File: config.mk
export PLATFORM = sky130hd
export DESIGN_NAME = adcs_slave
export DESIGN_NICKNAME = d
export VERILOG_FILES = /design/src/rtl/adcs_pkg.sv /design/src/rtl/adcs_sync_edge.sv /design/src/rtl/adcs_regfile.sv /design/src/rtl/adcs_slave.sv
export SDC_FILE = /design/constraint.sdc
export NUM_CORES = 1
export LEC_CHECK = 0
export BUFFER_PORTS_ARGS = -buffer_cell sky130_fd_sc_hd__buf_2
export CORE_AREA = 8 8 135 137
export CTS_CLUSTER_DIAMETER = 40
export DETAILED_ROUTE_END_ITERATION = 6
export DIE_AREA = 0 0 143 145
export PLACE_DENSITY = 0.68
export SYNTH_ARGS = -nofsm -noshare
export SYNTH_HDL_FRONTEND = slang
export SYNTH_SLANG_ARGS = --single-unit
File: constraint.sdc
create_clock -name clk -period 6 [get_ports clk]
set_input_delay 0 -clock clk [delete_from_list [all_inputs] [get_ports clk]]
set_output_delay 0 -clock clk [all_outputs]
set_load 0.05 [all_outputs]
File: src/rtl/adcs_pkg.sv
package adcs_pkg;
    localparam int DW       = 24;   // register frame width
    localparam int CMD_W    = 8;    // command byte width
    localparam int SHORT_W  = 8;    // frame width of unsupported addresses
    localparam int RST_ONES = 40;   // ones that force a serial reset

    typedef logic [2:0] addr_t;
    localparam addr_t A_MODE  = 3'd1;
    localparam addr_t A_SETUP = 3'd2;
    localparam addr_t A_RES   = 3'd3;

    localparam logic [DW-1:0] MODE_DEF  = 24'h080060;
    localparam logic [DW-1:0] SETUP_DEF = 24'h000117;

    typedef enum logic [1:0] {PH_CMD, PH_WR, PH_RD} phase_e;

    typedef struct packed {
        logic  rd;
        addr_t addr;
    } cmd_t;

    // takes command byte bits 6:3
    function automatic cmd_t decode_cmd(input logic [3:0] hi);
        cmd_t c;
        c.rd   = hi[3];
        c.addr = hi[2:0];
        return c;
    endfunction

    function automatic logic [4:0] frame_len(input addr_t a);
        if (a == A_MODE || a == A_SETUP || a == A_RES)
            return 5'(DW);
        return 5'(SHORT_W);
    endfunction
endpackage

File: src/rtl/adcs_sync_edge.sv
module adcs_sync_edge #(
    parameter int N      = 4,
    parameter int STAGES = 2
) (
    input  logic         clk,
    input  logic         rst,
    input  logic [N-1:0] pin,
    output logic [N-1:1] pin_s,
    output logic         rise,
    output logic         fall
);
    logic [STAGES-1:0] q [N];
    logic              prev;

    for (genvar gi = 0; gi < N; gi++) begin : g_pin
        always_ff @(posedge clk) begin
            if (rst) q[gi] <= '1;
            else     q[gi] <= {q[gi][STAGES-2:0], pin[gi]};
        end
        if (gi > 0) begin : g_out
            assign pin_s[gi] = q[gi][STAGES-1];
        end
    end

    // bit 0 is the serial clock: edge detect after synchronisation
    always_ff @(posedge clk) begin
        if (rst) prev <= 1'b1;
        else     prev <= q[0][STAGES-1];
    end

    assign rise = q[0][STAGES-1] & ~prev;
    assign fall = ~q[0][STAGES-1] & prev;
endmodule

File: src/rtl/adcs_regfile.sv
module adcs_regfile
    import adcs_pkg::*;
(
    input  logic          clk,
    input  logic          rst,
    input  logic          clr,
    input  logic          wr_en,
    input  addr_t         wr_addr,
    input  logic [DW-1:0] wr_data,
    input  addr_t         rd_addr,
    output logic [DW-1:0] rd_data,
    input  logic          sample_valid,
    input  logic [DW-1:0] sample_data,
    input  logic          sync_ok,
    input  logic          rd_busy,
    input  logic          read_done,
    output logic          rdy_n,
    output logic [DW-1:0] mode_q,
    output logic [DW-1:0] setup_q
);
    logic [DW-1:0] result_q;
    logic          accept;

    assign accept = sample_valid && sync_ok && !rd_busy;

    always_ff @(posedge clk) begin
        if (rst || clr) begin
            mode_q   <= MODE_DEF;
            setup_q  <= SETUP_DEF;
            result_q <= '0;
            rdy_n    <= 1'b1;
        end else begin
            if (wr_en && wr_addr == A_MODE)  mode_q  <= wr_data;
            if (wr_en && wr_addr == A_SETUP) setup_q <= wr_data;
            if (!sync_ok) begin
                rdy_n <= 1'b1;
            end else if (accept) begin
                result_q <= sample_data;
                rdy_n    <= 1'b0;
            end else if (read_done) begin
                rdy_n <= 1'b1;
            end
        end
    end

    always_comb begin
        case (rd_addr)
            A_MODE:  rd_data = mode_q;
            A_SETUP: rd_data = setup_q;
            A_RES:   rd_data = result_q;
            default: rd_data = '0;
        endcase
    end
endmodule

File: src/rtl/adcs_slave.sv
module adcs_slave
    import adcs_pkg::*;
#(
    parameter int HOLD_CYC = 25000
) (
    input  logic          clk,
    input  logic          rst,
    input  logic          sclk,
    input  logic          din,
    input  logic          cs_n,
    input  logic          sync_n,
    input  logic          sample_valid,
    input  logic [DW-1:0] sample_data,
    output logic          dout,
    output logic          dout_oe
);
    localparam int HW = $clog2(HOLD_CYC + 1);
    localparam int OW = $clog2(RST_ONES + 1);
    localparam int BW = 5;

    logic [3:1]    pins_s;
    logic          sclk_rise, sclk_fall;
    logic          din_s, cs_s, sync_ok;

    phase_e        phase;
    logic [BW-1:0] bitcnt, cur_len;
    addr_t         cur_addr;
    logic [DW-2:0] shreg;
    logic [DW-1:0] out_sh;
    logic          out_bit, drive;
    logic [OW-1:0] ones;
    logic [HW-1:0] hold_q;

    logic          hold_active, active, bit_ev, serial_rst;
    logic          cmd_done, last_bit, wr_en, read_done, rd_busy;
    cmd_t          cmd_next;
    logic [DW-1:0] rd_data, wr_data, mode_q, setup_q;
    logic          rdy_n;

    adcs_sync_edge #(.N(4), .STAGES(2)) u_sync (
        .clk   (clk),
        .rst   (rst),
        .pin   ({sync_n, cs_n, din, sclk}),
        .pin_s (pins_s),
        .rise  (sclk_rise),
        .fall  (sclk_fall)
    );

    assign din_s   = pins_s[1];
    assign cs_s    = pins_s[2];
    assign sync_ok = pins_s[3];

    assign hold_active = (hold_q != '0);
    assign active      = !hold_active && !cs_s;
    assign bit_ev      = active && sclk_rise;
    assign serial_rst  = bit_ev && din_s && (ones == OW'(RST_ONES - 1));
    // command byte bits 6:3 sit in shreg[5:2] on the eighth edge
    assign cmd_next    = decode_cmd(shreg[5:2]);
    assign cmd_done    = bit_ev && phase == PH_CMD && bitcnt == BW'(CMD_W - 1);
    assign last_bit    = bit_ev && phase != PH_CMD && bitcnt == cur_len - 1'b1;
    assign wr_en       = last_bit && phase == PH_WR;
    assign wr_data     = {shreg, din_s};
    assign read_done   = last_bit && phase == PH_RD && cur_addr == A_RES;
    assign rd_busy     = phase == PH_RD && cur_addr == A_RES;

    always_ff @(posedge clk) begin
        if (rst || serial_rst) begin
            phase    <= PH_CMD;
            bitcnt   <= '0;
            cur_len  <= '0;
            cur_addr <= '0;
            shreg    <= '0;
            out_sh   <= '0;
            out_bit  <= 1'b1;
            drive    <= 1'b0;
            ones     <= '0;
            hold_q   <= rst ? '0 : HW'(HOLD_CYC);
        end else begin
            if (hold_active) hold_q <= hold_q - 1'b1;
            if (!active) begin
                phase  <= PH_CMD;
                bitcnt <= '0;
                drive  <= 1'b0;
            end else begin
                if (sclk_rise) begin
                    ones  <= din_s ? ones + 1'b1 : '0;
                    shreg <= {shreg[DW-3:0], din_s};
                    if (cmd_done) begin
                        cur_addr <= cmd_next.addr;
                        cur_len  <= frame_len(cmd_next.addr);
                        bitcnt   <= '0;
                        phase    <= cmd_next.rd ? PH_RD : PH_WR;
                        if (cmd_next.rd) out_sh <= rd_data;
                    end else if (last_bit) begin
                        phase  <= PH_CMD;
                        bitcnt <= '0;
                    end else begin
                        bitcnt <= bitcnt + 1'b1;
                    end
                end
                if (sclk_fall) begin
                    drive <= (phase == PH_RD);
                    if (phase == PH_RD) begin
                        out_bit <= out_sh[DW-1];
                        out_sh  <= {out_sh[DW-2:0], 1'b0};
                    end
                end
            end
        end
    end

    adcs_regfile u_regs (
        .clk          (clk),
        .rst          (rst),
        .clr          (serial_rst),
        .wr_en        (wr_en),
        .wr_addr      (cur_addr),
        .wr_data      (wr_data),
        .rd_addr      (cmd_next.addr),
        .rd_data      (rd_data),
        .sample_valid (sample_valid),
        .sample_data  (sample_data),
        .sync_ok      (sync_ok),
        .rd_busy      (rd_busy),
        .read_done    (read_done),
        .rdy_n        (rdy_n),
        .mode_q       (mode_q),
        .setup_q      (setup_q)
    );

    assign dout_oe = ~cs_n;
    assign dout    = cs_n ? 1'b1 : (drive ? out_bit : rdy_n);
endmodule

==> results of run 1 <==
## power groups by stage
stage          logic (mW)  clock network (mW)  registers [mW]
2_1_floorplan       0.286                   0            1.26
6_report            0.381               0.972            1.26
3_5_place_dp        0.363                   0            1.28
5_1_grt             0.427                1.04            1.27
3_3_place_gp        0.355                   0            1.28
4_1_cts             0.381               0.992            1.26
## cells in the mapped netlist (all sizes together), types with 2 or more instances
| library cell | instances | share of area |
|---|---|---|
| a21oi | 126 | 0.090 |
| a22o | 22 | 0.027 |
| a22oi | 23 | 0.025 |
| a31oi | 3 | 0.0027 |
| and2 | 2 | 0.0018 |
| and3 | 2 | 0.0018 |
| and4 | 2 | 0.0025 |
| buf | 31 | 0.025 |
| clkbuf | 23 | 0.012 |
| dfxtp | 149 | 0.42 |
| edfxtp | 15 | 0.064 |
| ha | 4 | 0.0071 |
| inv | 8 | 0.0043 |
| mux2 | 23 | 0.037 |
| mux2i | 8 | 0.011 |
| nand2 | 233 | 0.12 |
| nand2b | 2 | 0.0018 |
| nand3 | 22 | 0.017 |
| nand3b | 3 | 0.0032 |
| nand4 | 7 | 0.0062 |
| nand4b | 2 | 0.0025 |
| nor2 | 22 | 0.012 |
| nor2b | 8 | 0.0071 |
| nor3 | 5 | 0.0073 |
| nor3b | 2 | 0.0021 |
| nor4 | 11 | 0.018 |
| o211ai | 2 | 0.0021 |
| o21ai | 5 | 0.0036 |
| o21bai | 2 | 0.0021 |
| o31ai | 4 | 0.0043 |
| or2 | 12 | 0.011 |
| or3 | 4 | 0.0036 |
| or4 | 4 | 0.0043 |
| xnor2 | 6 | 0.0075 |
| xor2 | 10 | 0.012 |
## cells in the final DEF, fill, tap and decap left out, types with 3 or more instances in the layout
cell,synthesis,final
nand2_1,233,233
dfxtp_1,149,149
a21oi_1,126,126
buf_2,23,32
dlygate4sd3_1,0,28
mux2_2,23,23
a22oi_1,23,23
nor2_1,22,22
a22o_1,22,22
nand3_1,21,21
clkbuf_16,0,17
edfxtp_1,15,15
or2_2,11,11
xor2_1,10,10
buf_4,0,10
inv_1,8,8
nor2b_1,8,8
mux2i_1,8,8
nand4_1,7,7
nor4_1,6,6
xnor2_1,6,6
or3_1,4,4
or4_1,4,4
nor4_4,3,4
o31ai_1,4,4
o21ai_0,4,4
ha_1,4,4
nor3_2,3,3
a31oi_1,3,3
nand3b_1,3,3
clkinv_2,0,3
## worst max-delay path, stage by stage (launching register included)
cell and delay (ns):
edfxtp_1 0.46, or3_1 0.41, nor4_1 0.47, a41o_4 0.92, buf_4 0.57, a211oi_1 0.09
## final cells by class
| type | instances | area (µm²) |
|---|---|---|
| Clock buffer | 20 | 457 |
| Clock inverter | 8 | 55.1 |
| Fill cell | 1534 | 8060 |
| Inverter | 8 | 30.0 |
| Multi-Input combinational cell | 590 | 3340 |
| Sequential cell | 164 | 3430 |
| Tap cell | 220 | 275 |
| Timing Repair Buffer | 70 | 515 |
## state kept, by name (all words and copies together), names as in the netlist, 2 cells and up
signal,flops
bitcnt,5
cur_addr,3
cur_len,2
hold_q,15
ones,6
out_sh,24
phase,2
shreg,23
u_regs.mode_q,24
u_regs.result_q,24
u_regs.setup_q,24
u_sync.q,8
## how the worst max path moves through the flow
stage / startpoint / end / slack (ns) / cells after the start
6_report: hold_q[7] / out_sh[0] / 2.89 / 5
5_1_grt: hold_q[0] / out_sh[4] / 2.63 / 7
4_1_cts: hold_q[7] / hold_q[5] / 2.85 / 4
3_5_place_dp: hold_q[7] / hold_q[10] / 2.86 / 4
3_3_place_gp: hold_q[7] / hold_q[8] / 2.92 / 4
2_1_floorplan: hold_q[0] / hold_q[0] / 3.64 / 7
## kinds of logic (layout without fill, tap and decap cells)
group,count (synthesis),count (layout)
AOI/OAI and AO/OA,194,194
xor gates and xnor gates,16,16
adders and majority gates,4,4
buffers and inverters,62,106
DFF,164,164
muxes,31,31
and+or+nand+nor,345,345
## per-stage QoR
stage	hold WS (ns)	cells	util	power [mW]	setup slack, ns
2_1_floorplan	0.104	816	-	1.55	3.64
3_3_place_gp	0.183	1024	0.452	1.63	2.92
3_5_place_dp	0.184	1024	0.452	1.65	2.86
4_1_cts	0.0278	1080	0.501	2.63	2.85
5_1_grt	0.0365	1080	0.501	2.73	2.63
6_report	0.0301	1080	0.501	2.61	2.89
## per-layer routing
metal | wire [µm] | global-route usage | share of wire
met5 | 0 | 0 | 0
met2 | 7970 | 0.271 | 0.47
met4 | 197 | 0.0564 | 0.012
met3 | 717 | 0.0446 | 0.042
met1 | 8060 | 0.212 | 0.48
## repair_timing
item                                   4_1_cts  5_1_grt
endpoints found under the hold margin       28        0
setup endpoints to repair                    0        0
buffers inserted                             0        0
hold buffers                                28        0
==> metrics.cfg, run 1 <==
[synthesis]
yosys.area_share.simple = 0.231
synth_compound_area_frac = 0.165
syn_area_um2 = 7040
yosysSeqAreaShare = 0.488
postSynthAreaPerCell_um2 = 8.63
synth_edf_count = 15
synthMuxAreaShare = 0.0482
synth_xor_area_frac = 0.0199
ys_types = 53
synthFlopType = dfxtp_1
ys.warnings.count = 0
synth_top_family_by_area = simple AND/OR/NAND/NOR gates
synthArstFlopShare = 0
synth_fa_ha_area_frac = 0.00711
synth_nets = 851
syn_inst = 816
ys_ff_latch = 164

[detailed_routing]
route.vias.total = 5674
drc = 0
ant_nets = 0
dr.pass1.iters = 5
dr.first_iter.drc_count = 370
routed_wl_um = 16900
viasPerCell = 5.25
wl_per_cell_um = 15.7

[worst_hold_path]
holdPathStages = 2
hp-start = rst
holdPathEnd = hold_q[7]
hold_path_class = input port to register

[run]
max_cap_violations = 0

[layout]
diodes = 0
fin_area_um2 = 8110
drive_gt1_frac = 0.136
nNetsFinal = 886
area_growth_pct = 15.2

[grt]
track_usage = 0.168
grt_pass1_vias = 5499
antenna_found_initial = 0
overflow = 0
grt_max_degree = 87
grt_pass1_wl_um = 27900

[timing]
setup_violations = 0
post-route-min-period_ns = 3.11
clock_skew_ns = 0.00690
fmax_mhz = 322
post-route-period-util = 0.518
worst_slew_pin_slew_ns = 1.12
hold_viol_final = 0
tns_ns = 0
rsz0062_at_grt = no
maxSlewHeadroom = 0.256
final-max-slew-violation-count = 0

[power_and_ir_drop]
p_int_mw = 1.88
power_frac_seq = 0.482
p_leak_nw = 2.86
p_per_area_nw_per_um2 = 322
power_switching_mw = 0.731
swShare = 0.280
ir_drop_mv = 0.207
power_frac_comb = 0.146
pwr-share-clk = 0.372

[setup_path]
regToRegSetupSlack_ns = 2.89
critical_path_required_ns = 6.29
critPathArrivalTime_ns = 3.40
critPathKind = register to register
start_kind = register
r2r-end = out_sh[0]
cp_max_fo = 86
crit_path_end_kind = register
rr_startpoint = hold_q[7]
reg2reg_depth = 5

[clock_tree]
clkTransAtPathRegs_ns = 0.06
cts_tree = done
root_buffer = clkbuf_16
cts_resized = 0
numCtsBuffers = 17
clock_path_buffers = 2
htree_num_levels = 4
cts_sinks = 164
insertion_delay_ns = 0.43

[die]
rows = 47
die-height_um = 145
dieArea_um2 = 20700
initial_core_util = 0.435
core_area_um2 = 16200
ioPinCount = 33
die_w_um = 143

[placement]
placed_area_um2 = 7320
port_buffers = 32
dpl.hpwl_um = 10100
gp_congestion = 0.751

[status]
outcome = finished, final reports clean

Power figures use the tool's default switching activity.
==> run 2, diff against run 1 <==
PLACE_DENSITY = 0.71   (was 0.68)
clock period = 2.54 ns   (was 6 ns; I/O delays follow)
==> run 2 against run 1 <==
Sequential share of layout area down 1.1 points. Largest cell class unchanged. Design area increased by 2.7%. Power is 140% higher. Global-route usage is 0.37 points lower. Largest power group unchanged. Combinational power rose by 150%. Critical endpoint is now cur_addr[0].
==> metrics.cfg, run 2 (same netlist as run 1, synthesis figures left out) <==
[status]
outcome = finished, final reports clean

[die]
rows = 47  ; unchanged
die-height_um = 145  ; unchanged
die_w_um = 143  ; unchanged
ioPinCount = 33  ; unchanged
core_area_um2 = 16200  ; unchanged
dieArea_um2 = 20700  ; unchanged
initial_core_util = 0.435  ; unchanged

[layout]
diodes = 0  ; unchanged
final_common_cell = nand2_1
n_fill_cell = 1531  ; -0.20%
layout_common_cells = 233 x nand2_1, 149 x dfxtp_1, 126 x a21oi_1, 32 x buf_2, 28 x dlygate4sd3_1
stdcell_count = 1099  ; +1.8%
drive_gt1_frac = 0.154  ; +0.0175
nNetsFinal = 903  ; +1.9%
register_area_um2 = 3430  ; unchanged
multi_input_area_um2 = 3330  ; -0.22%
area_growth_pct = 18.3

[setup_path]
regToRegSetupSlack_ns = 0.17  ; -2.72 ns
critical_path_required_ns = 2.83  ; -3.46 ns
critPathArrivalTime_ns = 2.66  ; -0.74 ns
crit_path_start = hold_q[4]
rr_startpoint = hold_q[4]
reg2reg_depth = 5  ; unchanged
crit_path_end_kind = register
start_kind = register
r2r-end = cur_addr[0]
critPathKind = register to register
cp_max_fo = 121  ; +41%

[grt]
overflow = 0  ; unchanged
grt_pass1_vias = 5607  ; +2.0%
grt_max_degree = 122  ; +40%
track_usage = 0.165  ; -0.00368
grt_pass1_wl_um = 27700  ; -0.54%
antenna_found_initial = 0  ; unchanged

[run]
max_cap_violations = 0  ; unchanged

[clock_tree]
cts_sinks = 164  ; unchanged
insertion_delay_ns = 0.43  ; about the same
numCtsBuffers = 17  ; unchanged
clkTransAtPathRegs_ns = 0.06  ; about the same
cts_tree = done
root_buffer = clkbuf_16
cts_resized = 0  ; unchanged
clock_path_buffers = 2  ; unchanged
htree_num_levels = 4  ; unchanged

[placement]
dp_cells = 1040  ; +1.6%
gp_congestion = 0.809  ; +7.7%
dpl.hpwl_um = 10100  ; +0.17%
place_ws_ns = 0.145  ; -2.71 ns
port_buffers = 32  ; unchanged

[worst_hold_path]
holdPathEnd = u_sync.q[1][0]
hp-start = rst
hold_path_class = input port to register
holdPathStages = 2  ; unchanged

[power_and_ir_drop]
ir_drop_mv = 0.580  ; +180%
p_leak_nw = 2.97  ; +3.9%
p_per_area_nw_per_um2 = 766  ; +140%

[timing]
worst_slew_pin_slew_ns = 0.670  ; -0.446 ns
post-route-period-util = 0.932  ; +0.414
rsz0062_at_grt = no
post-route-min-period_ns = 2.37  ; -0.742 ns
setup_violations = 0  ; unchanged
fmax_mhz = 423  ; +31%
hold_viol_final = 0  ; unchanged
tns_ns = 0  ; unchanged
final-max-slew-violation-count = 0  ; unchanged
clock_skew_ns = 0.0102  ; +0.00332 ns
fin_ws_ns = 0.173  ; -2.72 ns
maxSlewHeadroom = 0.553  ; +0.297

[detailed_routing]
wl_per_cell_um = 14.9  ; -5.0%
dr.first_iter.drc_count = 438  ; +18%
viasPerCell = 5.26  ; +0.11%
route.vias.total = 5780  ; +1.9%
dr.pass1.iters = 5  ; unchanged
routed_wl_um = 16400  ; -3.3%
drc = 0  ; unchanged
ant_nets = 0  ; unchanged

-- run 2: cell count changes in the layout (fill, tap and decap cells not counted), sizes merged --
cell / change
buf: +17
bufinv: +2
clkbuf: -2
clkinvlp: +1
inv: +1
-- run 2: repair_timing --
action,4_1_cts,5_1_grt
endpoints found under the setup margin,0,122
hold endpoints to repair,28,0
hold buffers,28,0
setup buffers,0,1
-- run 2: metrics by stage --
step                utilization  hold WS (ns)  instance area [µm²]  power (mW)
floorplan                     -         0.104                 7040        3.66
global placement          0.462         0.184                 7480        3.90
detailed placement        0.462         0.184                 7480        3.92
CTS                       0.514      0.000630                 8320        6.43
global route              0.515        0.0228                 8330        6.69
finish                    0.515        0.0262                 8330        6.38
-- run 2: power by group --
part	switching (mW)	internal [mW]	leakage, nW
clock	1.03	1.44	0.273
sequential	0.166	2.80	1.38
combinational	0.525	0.420	1.31
-- run 2: area by class of cell --
cell class | instances | share of cell area
sequential | 164 | 0.412
multi-input combinational | 590 | 0.400
timing repair buffer | 87 | 0.0832
clock buffer | 18 | 0.0515
tap | 220 | 0.0331
clock inverter | 12 | 0.0158
inverter | 8 | 0.00361
-- run 2: critical path, stage by stage, from the launching register on --
cell and delay (ns):
edfxtp_1 0.48, or4_1 0.57, nor2_1 0.24, a41o_4 0.31
buf_12 0.35, nor2_1 0.12
-- run 2: per-layer routing --
layer | track usage | share of wire
met1 | 0.215 | 0.47
met2 | 0.257 | 0.47
met3 | 0.0407 | 0.047
met4 | 0.0585 | 0.013
met5 | 0 | 0
-- run 2: worst max-delay path by stage --
stage / endpoint / slack (ns) / depth (start not counted)
after global routing: out_sh[1] / 0.03 / 6
after global placement: u_regs.rdy_n / 0.22 / 7
after CTS: u_regs.mode_q[15] / 0.14 / 8
after detailed placement: u_regs.setup_q[6] / 0.14 / 8
final: cur_addr[0] / 0.17 / 5
after floorplan: hold_q[0] / 0.18 / 7
==> run 3, diff against run 2 <==
CTS_CLUSTER_SIZE = 12   (was not set)
PLACE_DENSITY = 0.68   (was 0.71)
clock period = 2.8 ns   (was 2.54 ns; I/O delays follow)
==> run 3 against run 2 <==
Sequential cell count unchanged. Core utilization increased by 0.10 points. Worst hold slack gained 0.0022 ns. Highest routed layer unchanged. Combinational power fell by 13%. Critical path type unchanged. Clock power shrank 6%. Final cell count is essentially flat. Power down 8.3%. Clock skew grew 0.0020 ns. Sequential power shrank 9.1%.
==> metrics.cfg, run 3 (same netlist as run 1, synthesis figures left out) <==
[status]
outcome = finished, final reports clean

[setup_path]
crit_slowest_cell = edfxtp_1
critPathArrivalTime_ns = 2.75  ; +0.09 ns
crit_path_end_kind = register
critical_path_required_ns = 3.11  ; +0.28 ns
cp_max_fo = 49  ; -60%
start_kind = register
cp_cell_sequence = inv_1 > ha_1 > nor4b_4 > nor2b_1 > a41o_4 > buf_12 > buf_4 > a21oi_1
critPathKind = register to register
slowest_delay_ns = 0.42  ; -0.15 ns

[layout]
area_growth_pct = 18.5
final_common_cell = nand2_1
register_area_um2 = 3430  ; unchanged
drive_gt1_frac = 0.154  ; +0.000175
multi_input_area_um2 = 3330  ; unchanged
n_fill_cell = 1506  ; -1.6%
diodes = 0  ; unchanged
layout_common_cells = 233 x nand2_1, 149 x dfxtp_1, 126 x a21oi_1, 32 x buf_2, 28 x dlygate4sd3_1
nNetsFinal = 901  ; -0.22%

[timing]
tns_ns = 0  ; unchanged
maxSlewHeadroom = 0.497  ; -0.0557
final-max-slew-violation-count = 0  ; unchanged
worst_slew_pin_slew_ns = 0.750  ; +0.0795 ns
clock_skew_ns = 0.0122  ; +0.00197 ns
fin_ws_ns = 0.356  ; +0.183 ns
post-route-min-period_ns = 2.44  ; +0.0770 ns
post-route-period-util = 0.873  ; -0.0590
fmax_mhz = 409  ; -3.2%
hold_viol_final = 0  ; unchanged
rsz0062_at_grt = no
setup_violations = 0  ; unchanged

[die]
rows = 47  ; unchanged
dieArea_um2 = 20700  ; unchanged
die-height_um = 145  ; unchanged
ioPinCount = 33  ; unchanged
core_area_um2 = 16200  ; unchanged
initial_core_util = 0.435  ; unchanged
die_w_um = 143  ; unchanged

[grt]
overflow = 0  ; unchanged
grt_pass1_vias = 5475  ; -2.4%
track_usage = 0.165  ; +0.000870
grt_max_degree = 50  ; -59%
grt_pass1_wl_um = 27500  ; -0.99%
antenna_found_initial = 0  ; unchanged

[detailed_routing]
route.vias.total = 5699  ; -1.4%
viasPerCell = 5.19  ; -1.3%
ant_nets = 0  ; unchanged
wl_per_cell_um = 15.1  ; +1.5%
routed_wl_um = 16600  ; +1.4%
dr.pass1.iters = 5  ; unchanged
dr.first_iter.drc_count = 312  ; -29%
drc = 0  ; unchanged

[run]
max_cap_violations = 0  ; unchanged

[placement]
place_ws_ns = 0.375  ; +0.230 ns
gp_congestion = 0.785  ; -3.0%
port_buffers = 32  ; unchanged
dpl.hpwl_um = 10500  ; +3.5%

[clock_tree]
htree_num_levels = 4  ; unchanged
clock_path_buffers = 2  ; unchanged
hold_buffers = 28  ; unchanged
post_cts_buffers = 0  ; unchanged
root_buffer = clkbuf_16
insertion_delay_ns = 0.43  ; about the same
cts_tree = done
numCtsBuffers = 17  ; unchanged
cts_sinks = 164  ; unchanged
cts_resized = 0  ; unchanged
clkTransAtPathRegs_ns = 0.06  ; about the same

[worst_hold_path]
hold_path_class = input port to register

[power_and_ir_drop]
total_power_mw = 5.85  ; -8.3%
ir_drop_mv = 0.495  ; -15%
p_leak_nw = 2.98  ; +0.38%
p_per_area_nw_per_um2 = 702  ; -8.4%

==> run 3: changes by cell type in the layout (fill, tap and decap cells not counted), sizes merged <==
cell,delta
bufinv,-1
clkinv,-3
clkbuf,+5
buf,-2
==> run 3: worst paths after layout <==
path | from | endpoint | slack, ns | cells past startpoint
min | rst | hold_q[14] | 0.03 | 2
min reg2reg | u_sync.q[0][0] | u_sync.q[0][1] | 0.41 | 1
max reg2reg | hold_q[0] | u_regs.result_q[12] | 0.36 | 8
max | hold_q[0] | u_regs.result_q[12] | 0.36 | 8
==> run 3: final cells by class <==
class,count,share of cell area
clock buffer,23,0.0622
clock inverter,8,0.0102
inverter,8,0.00360
multi-input combinational,590,0.400
sequential,164,0.412
tap,220,0.0330
timing repair buffer,85,0.0798
==> run 3: worst max-delay path: cells and delay by family (launching register included) <==
kind | cells | cell delay [ns]
fa+ha+maj | 1 | 0.16
compound gates | 2 | 0.37
buf+inv | 3 | 0.65
simple gates | 2 | 0.66
flops | 1 | 0.42
==> run 3: through the flow <==
stage	utilization	cells	hold WS, ns	cell area, µm²
after floorplan	-	816	0.104	7040
after global placement	0.461	1039	0.185	7460
after detailed placement	0.461	1039	0.190	7460
after CTS	0.516	1098	0.0187	8340
after global routing	0.516	1098	0.0494	8340
final	0.516	1098	0.0284	8340
==> run 3: layer usage <==
metal | global-route usage | vias up | share of wire
met5 | 0 | - | 0
met4 | 0.0622 | 0 | 0.020
met3 | 0.0377 | 24 | 0.041
met2 | 0.262 | 99 | 0.47
met1 | 0.214 | 2654 | 0.47
li1 | - | 2922 | -
==> run 3: power by group <==
group / total (mW) / switching (mW) / leakage [nW] / internal (mW)
registers: 2.70 / 0.157 / 1.38 / 2.54
clock network: 2.33 / 0.933 / 0.296 / 1.40
logic: 0.822 / 0.474 / 1.30 / 0.348
